--- src/rtl/ser_pkg.sv ---
package ser_pkg;

  localparam int CMD_W  = 8;
  localparam int ADDR_W = 3;

  typedef enum logic [1:0] {PH_CMD, PH_WR, PH_RD} phase_t;

  // Command byte accepted only when its top bit is clear.
  function automatic logic cmd_ok(input logic [CMD_W-1:0] b);
    return ~b[CMD_W-1];
  endfunction

  function automatic logic [ADDR_W-1:0] cmd_addr(input logic [CMD_W-1:0] b);
    return b[6:4];
  endfunction

  function automatic logic cmd_is_rd(input logic [CMD_W-1:0] b);
    return b[3];
  endfunction

  // Number of serial bits in the transfer after a command.
  function automatic int xfer_bits(input logic [ADDR_W-1:0] a, input int data_addr,
                                   input int data_w);
    return (int'(a) == data_addr) ? data_w : CMD_W;
  endfunction

endpackage

--- src/rtl/ser_sync_edge.sv ---
module ser_sync_edge #(
  parameter int SYNC_STAGES = 2
) (
  input  logic clk,
  input  logic rst_n,
  input  logic sclk,
  input  logic cs_n,
  input  logic din,
  input  logic pol,
  output logic sel,
  output logic din_s,
  output logic act_edge,
  output logic inact_edge
);
  localparam int TOP = SYNC_STAGES - 1;

  logic [TOP:0] sclk_q, cs_q, din_q;
  logic         sclk_d;
  logic         rise, fall;

  always_ff @(posedge clk or negedge rst_n) begin
    if (!rst_n) begin
      sclk_q <= '0;
      cs_q   <= '1;
      din_q  <= '0;
      sclk_d <= 1'b0;
    end else begin
      sclk_q <= {sclk_q[TOP-1:0], sclk};
      cs_q   <= {cs_q[TOP-1:0], cs_n};
      din_q  <= {din_q[TOP-1:0], din};
      sclk_d <= sclk_q[TOP];
    end
  end

  assign rise       = sclk_q[TOP] & ~sclk_d;
  assign fall       = ~sclk_q[TOP] & sclk_d;
  assign sel        = ~cs_q[TOP];
  assign din_s      = din_q[TOP];
  assign act_edge   = sel & (pol ? rise : fall);
  assign inact_edge = sel & (pol ? fall : rise);
endmodule

--- src/rtl/ser_ones_det.sv ---
module ser_ones_det #(
  parameter int RUN_LEN = 32
) (
  input  logic clk,
  input  logic rst_n,
  input  logic sel,
  input  logic act_edge,
  input  logic din_s,
  output logic resync
);
  localparam int CNT_W = $clog2(RUN_LEN + 1);

  logic [CNT_W-1:0] cnt_q;

  assign resync = act_edge & din_s & (cnt_q == CNT_W'(RUN_LEN - 1));

  always_ff @(posedge clk or negedge rst_n) begin
    if (!rst_n)                cnt_q <= '0;
    else if (!sel)             cnt_q <= '0;
    else if (act_edge) begin
      if (!din_s || resync)    cnt_q <= '0;
      else                     cnt_q <= cnt_q + 1'b1;
    end
  end
endmodule

--- src/rtl/ser_out_reg.sv ---
module ser_out_reg #(
  parameter int DATA_W = 24
) (
  input  logic              clk,
  input  logic              rst_n,
  input  logic              sample_load,
  input  logic [DATA_W-1:0] sample_in,
  input  logic              rd_start,
  input  logic              rd_done,
  output logic [DATA_W-1:0] data_q,
  output logic              drdy_n,
  output logic              upd_now
);
  logic [DATA_W-1:0] stage_q;
  logic              pend_q;
  logic              dirty_q;

  assign upd_now = pend_q;

  always_ff @(posedge clk or negedge rst_n) begin
    if (!rst_n) begin
      stage_q <= '0;
      pend_q  <= 1'b0;
      data_q  <= '0;
      dirty_q <= 1'b0;
      drdy_n  <= 1'b1;
    end else begin
      pend_q <= sample_load;
      if (sample_load) stage_q <= sample_in;
      if (pend_q)      data_q  <= stage_q;
      if (rd_start)     dirty_q <= pend_q;
      else if (pend_q)  dirty_q <= 1'b1;
      if (sample_load)                drdy_n <= 1'b1;
      else if (pend_q)                drdy_n <= 1'b0;
      else if (rd_done && !dirty_q)   drdy_n <= 1'b1;
    end
  end
endmodule

--- src/rtl/cmdgate_serial_slave.sv ---
module cmdgate_serial_slave
  import ser_pkg::*;
#(
  parameter int DATA_W      = 24,
  parameter int DATA_ADDR   = 5,
  parameter int RUN_LEN     = 32,
  parameter int SYNC_STAGES = 2
) (
  input  logic                           clk,
  input  logic                           rst_n,
  input  logic                           sclk,
  input  logic                           cs_n,
  input  logic                           din,
  input  logic                           pol,
  output logic                           dout,
  output logic                           drdy_n,
  input  logic                           sample_load,
  input  logic [DATA_W-1:0]              sample_in,
  output logic [(1<<ADDR_W)*CMD_W-1:0]   cfg_o
);
  localparam int REG_NUM  = 1 << ADDR_W;
  localparam int CMD_ADDR = 0;
  localparam int CNT_W    = $clog2(DATA_W + 1);
  localparam int PAD_W    = DATA_W - CMD_W;

  logic sel, din_s, act_edge, inact_edge, resync, upd_now;
  logic [DATA_W-1:0] data_q;

  ser_sync_edge #(.SYNC_STAGES(SYNC_STAGES)) u_front (
    .clk(clk), .rst_n(rst_n), .sclk(sclk), .cs_n(cs_n), .din(din), .pol(pol),
    .sel(sel), .din_s(din_s), .act_edge(act_edge), .inact_edge(inact_edge));

  ser_ones_det #(.RUN_LEN(RUN_LEN)) u_ones (
    .clk(clk), .rst_n(rst_n), .sel(sel), .act_edge(act_edge), .din_s(din_s),
    .resync(resync));

  phase_t              phase_q;
  logic [CNT_W-1:0]    bitcnt_q;
  logic [CMD_W-2:0]    sh_in_q;
  logic [ADDR_W-1:0]   tgt_q;
  logic [DATA_W-1:0]   sh_out_q;
  logic                dout_q;
  logic [CMD_W-1:0]    regs [REG_NUM];

  logic [CMD_W-1:0]    new_byte;
  logic [CNT_W-1:0]    last_idx, out_idx;
  logic                byte_done, accept, cmd_reject, wr_commit, rd_start, rd_done;
  logic [DATA_W-1:0]   rd_word;
  logic [ADDR_W-1:0]   req_addr;

  assign new_byte   = {sh_in_q, din_s};
  assign req_addr   = cmd_addr(new_byte);
  assign last_idx   = (phase_q == PH_CMD) ? CNT_W'(CMD_W - 1)
                                          : CNT_W'(xfer_bits(tgt_q, DATA_ADDR, DATA_W) - 1);
  assign byte_done  = act_edge && !resync && (bitcnt_q == last_idx);
  assign accept     = byte_done && (phase_q == PH_CMD) && cmd_ok(new_byte);
  assign cmd_reject = byte_done && (phase_q == PH_CMD) && !cmd_ok(new_byte);
  assign wr_commit  = byte_done && (phase_q == PH_WR);
  assign rd_start   = accept && cmd_is_rd(new_byte) && (int'(req_addr) == DATA_ADDR);
  assign rd_done    = byte_done && (phase_q == PH_RD) && (int'(tgt_q) == DATA_ADDR);
  assign out_idx    = CNT_W'(DATA_W - 1) - bitcnt_q;

  always_comb begin
    if (int'(req_addr) == DATA_ADDR)      rd_word = data_q;
    else if (int'(req_addr) == CMD_ADDR)  rd_word = {drdy_n, new_byte[CMD_W-2:0], {PAD_W{1'b0}}};
    else                                  rd_word = {regs[req_addr], {PAD_W{1'b0}}};
  end

  always_ff @(posedge clk or negedge rst_n) begin
    if (!rst_n) begin
      phase_q  <= PH_CMD;
      bitcnt_q <= '0;
      sh_in_q  <= '0;
      tgt_q    <= '0;
      sh_out_q <= '0;
      dout_q   <= 1'b0;
    end else if (!sel) begin
      bitcnt_q <= '0;
      dout_q   <= 1'b0;
    end else if (resync) begin
      bitcnt_q <= '0;
      phase_q  <= PH_CMD;
    end else if (act_edge) begin
      sh_in_q <= new_byte[CMD_W-2:0];
      if (byte_done) begin
        bitcnt_q <= '0;
        if (phase_q == PH_CMD) begin
          if (cmd_ok(new_byte)) begin
            tgt_q <= req_addr;
            if (cmd_is_rd(new_byte)) begin
              phase_q  <= PH_RD;
              sh_out_q <= rd_word;
            end else if (int'(req_addr) == CMD_ADDR) begin
              phase_q <= PH_CMD;
            end else begin
              phase_q <= PH_WR;
            end
          end
        end else begin
          phase_q <= PH_CMD;
        end
      end else begin
        bitcnt_q <= bitcnt_q + 1'b1;
      end
    end else if (inact_edge) begin
      dout_q <= (phase_q == PH_RD) ? sh_out_q[out_idx] : 1'b0;
    end
  end

  for (genvar i = 0; i < REG_NUM; i++) begin : g_slot
    if (i == CMD_ADDR || i == DATA_ADDR) begin : g_fixed
      assign regs[i] = '0;
    end else begin : g_cfg
      logic [CMD_W-1:0] val_q;
      always_ff @(posedge clk or negedge rst_n) begin
        if (!rst_n)                                  val_q <= '0;
        else if (wr_commit && int'(tgt_q) == i)      val_q <= new_byte;
      end
      assign regs[i] = val_q;
    end
    assign cfg_o[i*CMD_W +: CMD_W] = regs[i];
  end

  ser_out_reg #(.DATA_W(DATA_W)) u_out (
    .clk(clk), .rst_n(rst_n), .sample_load(sample_load), .sample_in(sample_in),
    .rd_start(rd_start), .rd_done(rd_done), .data_q(data_q), .drdy_n(drdy_n),
    .upd_now(upd_now));

  assign dout = dout_q;
endmodule

--- config.mk ---
export PLATFORM = sky130hd
export DESIGN_NAME = cmdgate_serial_slave
export DESIGN_NICKNAME = d
export VERILOG_FILES = /design/src/rtl/ser_pkg.sv /design/src/rtl/ser_sync_edge.sv /design/src/rtl/ser_ones_det.sv /design/src/rtl/ser_out_reg.sv /design/src/rtl/cmdgate_serial_slave.sv
export SDC_FILE = /design/constraint.sdc
export NUM_CORES = 1
export LEC_CHECK = 0
export ABC_AREA = 1
export ABC_CLOCK_PERIOD_IN_PS = 5600
export BUFFER_PORTS_ARGS = -buffer_cell sky130_fd_sc_hd__buf_2
export CORE_MARGIN = 4
export CORE_UTILIZATION = 40
export CTS_BUF_LIST = sky130_fd_sc_hd__clkbuf_4 sky130_fd_sc_hd__clkbuf_8
export DETAILED_ROUTE_END_ITERATION = 10
export SYNTH_ARGS = -nofsm -noshare
export SYNTH_HDL_FRONTEND = slang
export SYNTH_HIERARCHICAL = 1
export SYNTH_SLANG_ARGS = --single-unit
--- constraint.sdc ---
create_clock -name clk -period 5.6 [get_ports clk]
set_input_delay 0.56 -clock clk [delete_from_list [all_inputs] [get_ports clk]]
set_output_delay 0.56 -clock clk [all_outputs]
set_load 0.05 [all_outputs]
==> results of run 1 <==
## cell type report
class                      count  area, um2
clock buffer                  20        263
sequential                   154       3860
timing repair buffer          84        437
tap                          234        293
inverter                      84        320
fill                        1867      10300
multi-input combinational    635       3080
clock inverter                12        116
## kinds of logic after synthesis
logic type,synth area share
flip-flops,0.508
buffers and inverters,0.0935
AND/OR/NAND/NOR,0.291
adder cells (fa/ha/maj),0.00330
XOR/XNOR,0.00115
AO/OA/AOI/OAI,0.102
other,0.000494
## sequential cells by signal (all words and copies together), names as in the netlist
| signal | cells |
|---|---|
| sh_out_q | 24 |
| phase_q | 2 |
| bitcnt_q | 5 |
| dout | 1 |
| g_slot.g_cfg.val_q | 48 |
| u_front/sclk_d | 1 |
| u_front/din_q | 2 |
| tgt_q | 3 |
| u_out/drdy_n | 1 |
| u_front/cs_q | 2 |
| u_out/dirty_q | 1 |
| u_front/sclk_q | 2 |
| sh_in_q | 7 |
| u_ones/cnt_q | 6 |
| u_out/upd_now | 1 |
| u_out/data_q | 24 |
| u_out/stage_q | 24 |
## routing by layer
layer | vias up | share of wire | GRT usage
li1 | 3019 | - | -
met1 | 2723 | 0.49 | 0.247
met2 | 121 | 0.45 | 0.251
met3 | 24 | 0.047 | 0.0343
met4 | 0 | 0.018 | 0.0594
met5 | - | 0 | 0
## power by group
part / internal [mW] / total, mW / leakage, nW / switching, mW
registers: 1.16 / 1.22 / 2.04 / 0.0599
logic: 0.0888 / 0.343 / 2.00 / 0.254
clock network: 0.377 / 0.826 / 0.179 / 0.449
total: 1.63 / 2.39 / 4.22 / 0.763
## cells in the final DEF (no fill, tap or decap), types with 2 or more instances in the layout
cell type     n
nand2_1     319
dfrtp_1     151
buf_2        79
inv_1        75
nor2_1       56
nand3_1      44
o21ai_0      42
o21ai_2      36
o21ai_1      29
nand4_1      27
clkbuf_8     18
conb_1       16
nand2_2      12
a21oi_1       9
or2_2         7
inv_2         6
nand3_4       6
nor2_2        5
nor3_1        5
clkinvlp_4    5
inv_6         4
buf_4         4
o211ai_1      3
o21a_1        3
dfstp_2       3
nor2_4        2
nor4_1        2
clkinv_1      2
nor2_8        2
ha_1          2
clkinv_4      2
clkbuf_4      2
## critical path: cells and delay by family (launching register included)
family,cells,cell delay (ns)
and+or+nand+nor,6,0.85
buffers and inverters,2,1.18
DFF,1,0.81
## stage by stage
stage	hold slack, ns	power, mW	cell area, um2	utilization
detailed placement	0.335	1.59	7990	0.427
floorplan	0.264	1.49	7650	-
global route	0.173	2.52	8370	0.447
CTS	0.168	2.41	8370	0.447
finish	0.175	2.39	8370	0.447
global placement	0.346	1.59	7990	0.427
## worst paths after layout
path	endpoint	slack (ns)	cells after the start
worst min-delay path	u_front/sclk_q[0]	0.18	1
worst min register to register	u_front/cs_q[1]	0.36	0
min in group clk	u_front/cs_q[0]	0.20	1
worst max-delay path	sh_out_q[21]	2.70	8
max in group asynchronous	sh_in_q[3]	4.31	2
worst max register to register	sh_out_q[21]	2.70	8
==> reports/results.ini, run 1 <==
[sta]
worst_pin_slew_ns=1.12
tns_ns=0
drv_slew=0
hold_viol_final=0
fin_ws_ns=2.70
grt_setup_unrepaired=false
clock_skew_ns=0.0105
fin_crit_sh=0.518
max_freq_ghz=0.344
setup_violations=0
slew_headroom=0.256
fin_crit_ns=2.90

[clocking]
cts_buffers=17
cts_tree=yes
cts.clk_slew.worst_paths_ns=0.08
cts_setup_buffers=0
root_buffer=clkbuf_8
clock_sinks=154
ctsLongestPathBuffers=2
htreeDepth=4
cts_hold_buf=0
cts_resized=0
clock_latency_ns=0.46

[setup_path]
startpoint=sh_in_q[3]
critPathSlowestCell=dfrtp_1
start_kind=register
cp-end-kind=register
required_ns=5.99
max_stage_delay_ns=0.81
critPathKind=register to register
cpMostUsedCell=nand2_1
cp_cell_sequence=inv_1 > nor2_1 > nand2_1 > inv_1 > nand2_1 > nand3_1 > nand3_1 > nand2_1
worstPathMaxFanout=25
critical_path_arrival_ns=3.30
timing.rr.start=sh_in_q[3]

[synthesis]
synth_most_common_cell=nand2_1
ys.flop_type=dfrtp_1
synth_enable_flop_cells=0
syn_area_mm2=0.00759
synth_area_leaders=dfrtp_1 50%, nand2_1 16%, o21ai_2 4.2%
synth_top_area_frac=0.498
yosysUniqueCellTypes=43
ys_seq_area_frac=0.508
yosys-top-cells-count=319 x nand2_1, 151 x dfrtp_1, 75 x inv_1
synth-seq-cells=154
yosysWarnings=6
netlist_instances=911
avgSynthCellArea_um2=8.33
yosys.area.top_type=dfrtp_1
synthArstFlopShare=1.00

[floorplan]
io_pins=97
dieArea_mm2=0.0212
core_mm2=0.0187
die-width_um=146
start_util=0.406
dieHeight_um=146
num_rows=50

[global_routing]
grt.total_usage=0.169
grt_antenna_before_repair=0
grt_pass1_wl_um=29300
grt_overflow=0
grt_max_degree=115
grt_pass1_vias=5613

[flow_run]
maxCapViolCount=0

[worst_hold_path]
hp-class=primary input to asynchronous set/reset pin

[status]
status=finished, final reports clean

[placed_design]
dp.cells=1191
dp_hpwl_um=11900
gp_congestion=0.814
port-buffer-count=80
dp_slack_ns=2.66

[route]
drtIter0Drc=457
dr.pass1.iters=5
routed_wl_um=17400
dr_total_vias=5887
antenna_left=0
wl_per_cell_um=14.2
vias_per_cell=4.81
drcViolationCount=0

[cells_and_area]
instances_no_fill=1223
final_nets=1009
antenna_cells=0
area_growth_pct=10.2
layout-drive-gt1-share=0.202

[power]
p_leak_nw=4.22
powerDensity_mw_per_mm2=286
ir_drop_uv=143

(Power assumes the default switching activity.)
==> inputs of run 2 (changes only) <==
ABC_CLOCK_PERIOD_IN_PS = 2480   (was 5600)
clock period = 2.48 ns   (was 5.6 ns; I/O delays follow)
==> run 2 against run 1 <==
Effect of this change:
- core utilization increased by 3.0 points
- global-route usage increased by 0.20 points
- first-iteration DRC count decreased by 28%
- non-clock buffer count increased by 50
- via count increased by 4.1%
- clock power increased by 150%
- critical endpoint is now g_slot[7].g_cfg.val_q[5]
- largest power group unchanged
- highest routed layer unchanged
==> reports/results.ini, run 2 (synthesis results as in run 1) <==
[sta]
drv_slew=0
max_freq_ghz=0.448
tns_ns=0
grt_setup_unrepaired=false
worst_pin_slew_ns=0.714
hold_viol_final=0
fin_crit_sh=0.899
fin_ws_ns=0.249
slew_headroom=0.520
fin_crit_ns=2.23
clock_skew_ns=0.00916
setup_violations=0

[floorplan]
num_rows=50
core_mm2=0.0187
io_pins=97
dieArea_mm2=0.0212
start_util=0.406
die-width_um=146
dieHeight_um=146

[power]
p_switching_mw=1.74
ir_drop_uv=416
p_comb_frac=0.168
powerDensity_mw_per_mm2=638
p_sw_frac=0.306
internal_power_mw=3.95
sequentialPowerShare=0.475
p_clk_frac=0.357
p_leak_nw=4.47

[placed_design]
port-buffer-count=80
dp.cells=1211
dp_slack_ns=0.0571
gp_congestion=0.800
dp_hpwl_um=12400

[setup_path]
critPathSlowestCell=dfrtp_1
r2r-end=g_slot[7].g_cfg.val_q[5]
worstPathMaxFanout=16
required_ns=2.82
timing.rr.start=u_front/sclk_q[1]
cpMostUsedCell=nand2_1
cp_cell_sequence=a21oi_1 > nor2_1 > nand2_1 > nor2_1 > nand2_2 > inv_1 > inv_1 > nand2_1 > nor3_4 > nand2_4 > nor2_8 > buf_12 > nand3_4 > nand2_1 > o21ai_2
start_kind=register
critPathKind=register to register
crit_family=simple AND/OR/NAND/NOR gates
r2r_setup_slack_ns=0.25
critical_path_arrival_ns=2.57
cp-end-kind=register
critical_path_buf_inv_count=3
max_stage_delay_ns=0.41
r2r_cells=15

[cells_and_area]
layout_commonest_cell=nand2_1
area_growth_pct=17.6
instances_no_fill=1274
largest-register=g_slot.g_cfg.val_q
final_core_util=0.477
final_nets=1060
layout-drive-gt1-share=0.216
final_cell_mix=319 x nand2_1, 151 x dfrtp_1, 79 x buf_2
antenna_cells=0
largest_reg_flops=48

[route]
dr_total_vias=6129
routed_wl_um=17900
drcViolationCount=0
dr.pass1.iters=5
wl_per_cell_um=14.0
drtIter0Drc=331
antenna_left=0
vias_per_cell=4.81

[worst_hold_path]
hold_depth=3
hold_end=u_out/stage_q[7]
hold_start=sample_in[7]
hp-class=primary input to register

[clocking]
cts_buffers=17
root_buffer=clkbuf_8
ctsLongestPathBuffers=2
clock_sinks=154
cts_tree=yes
htreeDepth=4
cts.clk_slew.worst_paths_ns=0.08
clock_latency_ns=0.46

[global_routing]
grt_pass1_wl_um=29500
grt.total_usage=0.171
grt_max_degree=66
grt_antenna_before_repair=0
grt_pass1_vias=5713
grt_overflow=0

[status]
status=finished, final reports clean

[flow_run]
maxCapViolCount=0

[run 2: per-layer routing]
metal | part of all wire | GRT usage | wire [um]
met2 | 0.46 | 0.263 | 8200
met3 | 0.048 | 0.0417 | 855
met4 | 0.016 | 0.0518 | 291
met1 | 0.48 | 0.241 | 8520
met5 | 0 | 0 | 0
[run 2: stage by stage]
stage	hold WS, ns	area (um2)	power, mW
3_5_place_dp	0.306	8160	3.67
3_3_place_gp	0.307	8160	3.66
2_1_floorplan	-0.0476	7650	3.36
4_1_cts	0.00501	8860	5.74
5_1_grt	0.0207	8920	5.98
6_report	0.0184	8920	5.69
[run 2: worst register-to-register path, cell delays in order (launching register included)]
cell     delay, ns
dfrtp_1       0.41
a21oi_1       0.18
nor2_1        0.08
nand2_1       0.06
nor2_1        0.05
nand2_2       0.10
inv_1         0.07
inv_1         0.07
nand2_1       0.08
nor3_4        0.22
nand2_4       0.10
nor2_8        0.14
buf_12        0.15
nand3_4       0.21
nand2_1       0.15
o21ai_2       0.06
[run 2: repair_timing]
action                     CTS  global route
hold endpoints to repair    86             0
hold buffers                27             0
resized for setup            0             3
buffers inserted             0             3
setup endpoints to repair    0            43
[run 2: power groups by stage]
stage | clock, mW | combinational, mW | sequential, mW
floorplan | 0 | 0.631 | 2.73
global placement | 0 | 0.912 | 2.75
detailed placement | 0 | 0.918 | 2.75
CTS | 2.08 | 0.953 | 2.70
global route | 2.20 | 1.06 | 2.72
finish | 2.03 | 0.955 | 2.70
[run 2: layout make-up]
| cell class | count | area [um2] |
|---|---|---|
| Sequential cell | 154 | 3860 |
| Inverter | 84 | 320 |
| Clock inverter | 13 | 168 |
| Multi-Input combinational cell | 636 | 3110 |
| Timing Repair Buffer | 134 | 917 |
| Fill cell | 1874 | 9780 |
| Clock buffer | 19 | 255 |
| Tap cell | 234 | 293 |
[run 2: worst max-delay path by stage]
stage / start / endpoint / slack [ns] / depth (start not counted)
after floorplan: u_front/cs_q[1] / g_slot[6].g_cfg.val_q[6] / 0.25 / 16
after global placement: u_front/cs_q[1] / sh_out_q[3] / 0.13 / 15
after detailed placement: u_front/sclk_d / sh_out_q[2] / 0.06 / 15
after CTS: u_front/sclk_d / sh_out_q[11] / 0.05 / 15
after global routing: u_front/sclk_d / g_slot[7].g_cfg.val_q[2] / 0.005 / 16
final: u_front/sclk_q[1] / g_slot[7].g_cfg.val_q[5] / 0.25 / 15
==> inputs of run 3 (changes only) <==
GPL_ROUTABILITY_DRIVEN = 1   (was not set)
PLACE_DENSITY = 0.69   (was not set)
==> run 3 against run 2 <==
Effect of this change:
- non-clock buffer count fell by 4
- first-iteration DRC count rose by 28%
- critical path depth fell by 1
- via count rose by 2.0%
- setup slack got worse by 0.085 ns
- clock skew rose by 0.0058 ns
- final cell count fell by 0.31%
- wire length fell by 0.48%
- combinational power fell by 1%
- critical endpoint is now g_slot[7].g_cfg.val_q[7]
- largest cell class unchanged
- highest routed layer unchanged
==> reports/results.ini, run 3 (synthesis results as in run 1) <==
[status]
status=finished, final reports clean

[route]
vias_per_cell=4.92
drcViolationCount=0
routed_wl_um=17800
dr.pass1.iters=5
antenna_left=0
drtIter0Drc=425
dr_total_vias=6249
wl_per_cell_um=14.0

[power]
p_leak_nw=4.44
ir_drop_uv=349
powerDensity_mw_per_mm2=620
power.total_mw=5.49

[sta]
setup_violations=0
fin_ws_ns=0.164
clock_skew_ns=0.0150
drv_slew=0
slew_headroom=0.590
fin_crit_sh=0.934
grt_setup_unrepaired=true
hold_viol_final=0
max_freq_ghz=0.432
fin_crit_ns=2.32
worst_pin_slew_ns=0.614

[clocking]
clock_latency_ns=0.46
htreeDepth=4
root_buffer=clkbuf_8
cts.clk_slew.worst_paths_ns=0.08
cts_buffers=17
cts_tree=yes
ctsLongestPathBuffers=2
clock_sinks=154

[cells_and_area]
layout-drive-gt1-share=0.211
largest-register=g_slot.g_cfg.val_q
largest_reg_flops=48
area_growth_pct=16.6
antenna_cells=0
final_area_mm2=0.00885
final_cell_mix=319 x nand2_1, 151 x dfrtp_1, 79 x buf_2
final_nets=1056
layout_commonest_cell=nand2_1

[setup_path]
cp_cell_sequence=ha_1 > nand2_2 > nor2_2 > nand2_2 > inv_1 > inv_1 > nand2_1 > nor3_4 > nand2_4 > nor2_8 > buf_12 > nand3_4 > nand2_1 > o21ai_1
cp.depth=14
r2r_setup_slack_ns=0.16
start_kind=register
timing.rr.start=u_ones/cnt_q[0]
required_ns=2.80
r2r_cells=14
critPathKind=register to register
max_stage_delay_ns=0.45
r2r-end=g_slot[7].g_cfg.val_q[7]
critical_path_buf_inv_count=3
cp-end-kind=register
critical_path_arrival_ns=2.63
critPathSlowestCell=dfrtp_1
crit_family=simple AND/OR/NAND/NOR gates
endpoint=g_slot[7].g_cfg.val_q[7]
startpoint=u_ones/cnt_q[0]
worstPathMaxFanout=16

[placed_design]
gp_congestion=0.856
dp_slack_ns=0.0168
port-buffer-count=80
dp_hpwl_um=12300
place_area_mm2=0.00813

[flow_run]
maxCapViolCount=0

[global_routing]
grt_antenna_before_repair=0
grt_max_degree=57
grt_overflow=0
grt_pass1_wl_um=29700
grt.total_usage=0.170
grt_pass1_vias=5899

[floorplan]
start_util=0.406
die-width_um=146
num_rows=50
dieArea_mm2=0.0212
io_pins=97
dieHeight_um=146
core_mm2=0.0187

[worst_hold_path]
hp-class=primary input to register

[run 3: final cells by class]
class	instances	area, um2
multi-input combinational	636	3110
clock buffer	20	269
fill	1821	9850
timing repair buffer	130	890
clock inverter	12	116
sequential	154	3860
inverter	84	320
tap	234	293
[run 3: worst min path at each step]
stage,from,end,slack (ns),cells past startpoint
floorplan,rst_n,bitcnt_q[0],-0.05,0
global placement,rst_n,g_slot[6].g_cfg.val_q[5],0.24,1
detailed placement,rst_n,g_slot[6].g_cfg.val_q[5],0.24,1
CTS,sample_load,u_out/upd_now,0.01,1
global route,sample_load,u_out/upd_now,0.04,1
finish,sample_load,u_out/upd_now,0.04,1
[run 3: routing by layer]
layer,part of all wire,up-vias,track usage
met4,0.024,0,0.0679
met1,0.45,2962,0.230
li1,-,3107,-
met2,0.48,146,0.270
met5,0,-,0
met3,0.046,34,0.0330
[run 3: power by group]
group	internal, mW	leakage, nW	switching (mW)
clock	0.866	0.182	0.978
combinational	0.270	2.22	0.672
sequential	2.63	2.04	0.0736
total	3.76	4.44	1.72
[run 3: through the flow]
stage                     hold WS, ns   TNS, ns   util  cells
final                          0.0414         0  0.473   1270
after global placement          0.238         0  0.434   1206
after CTS                      0.0138         0  0.470   1266
after detailed placement        0.243         0  0.434   1206
after global routing           0.0417  -0.00559  0.473   1270
after floorplan               -0.0476         0      -    926
[run 3: repair_timing]
action | CTS | global route
endpoints found under the setup margin | 2 | 25
setup buffers | 0 | 3
pin swaps | 0 | 6
endpoints found under the hold margin | 81 | 0
resized for setup | 1 | 1
hold buffers | 28 | 0
gates cloned | 0 | 1
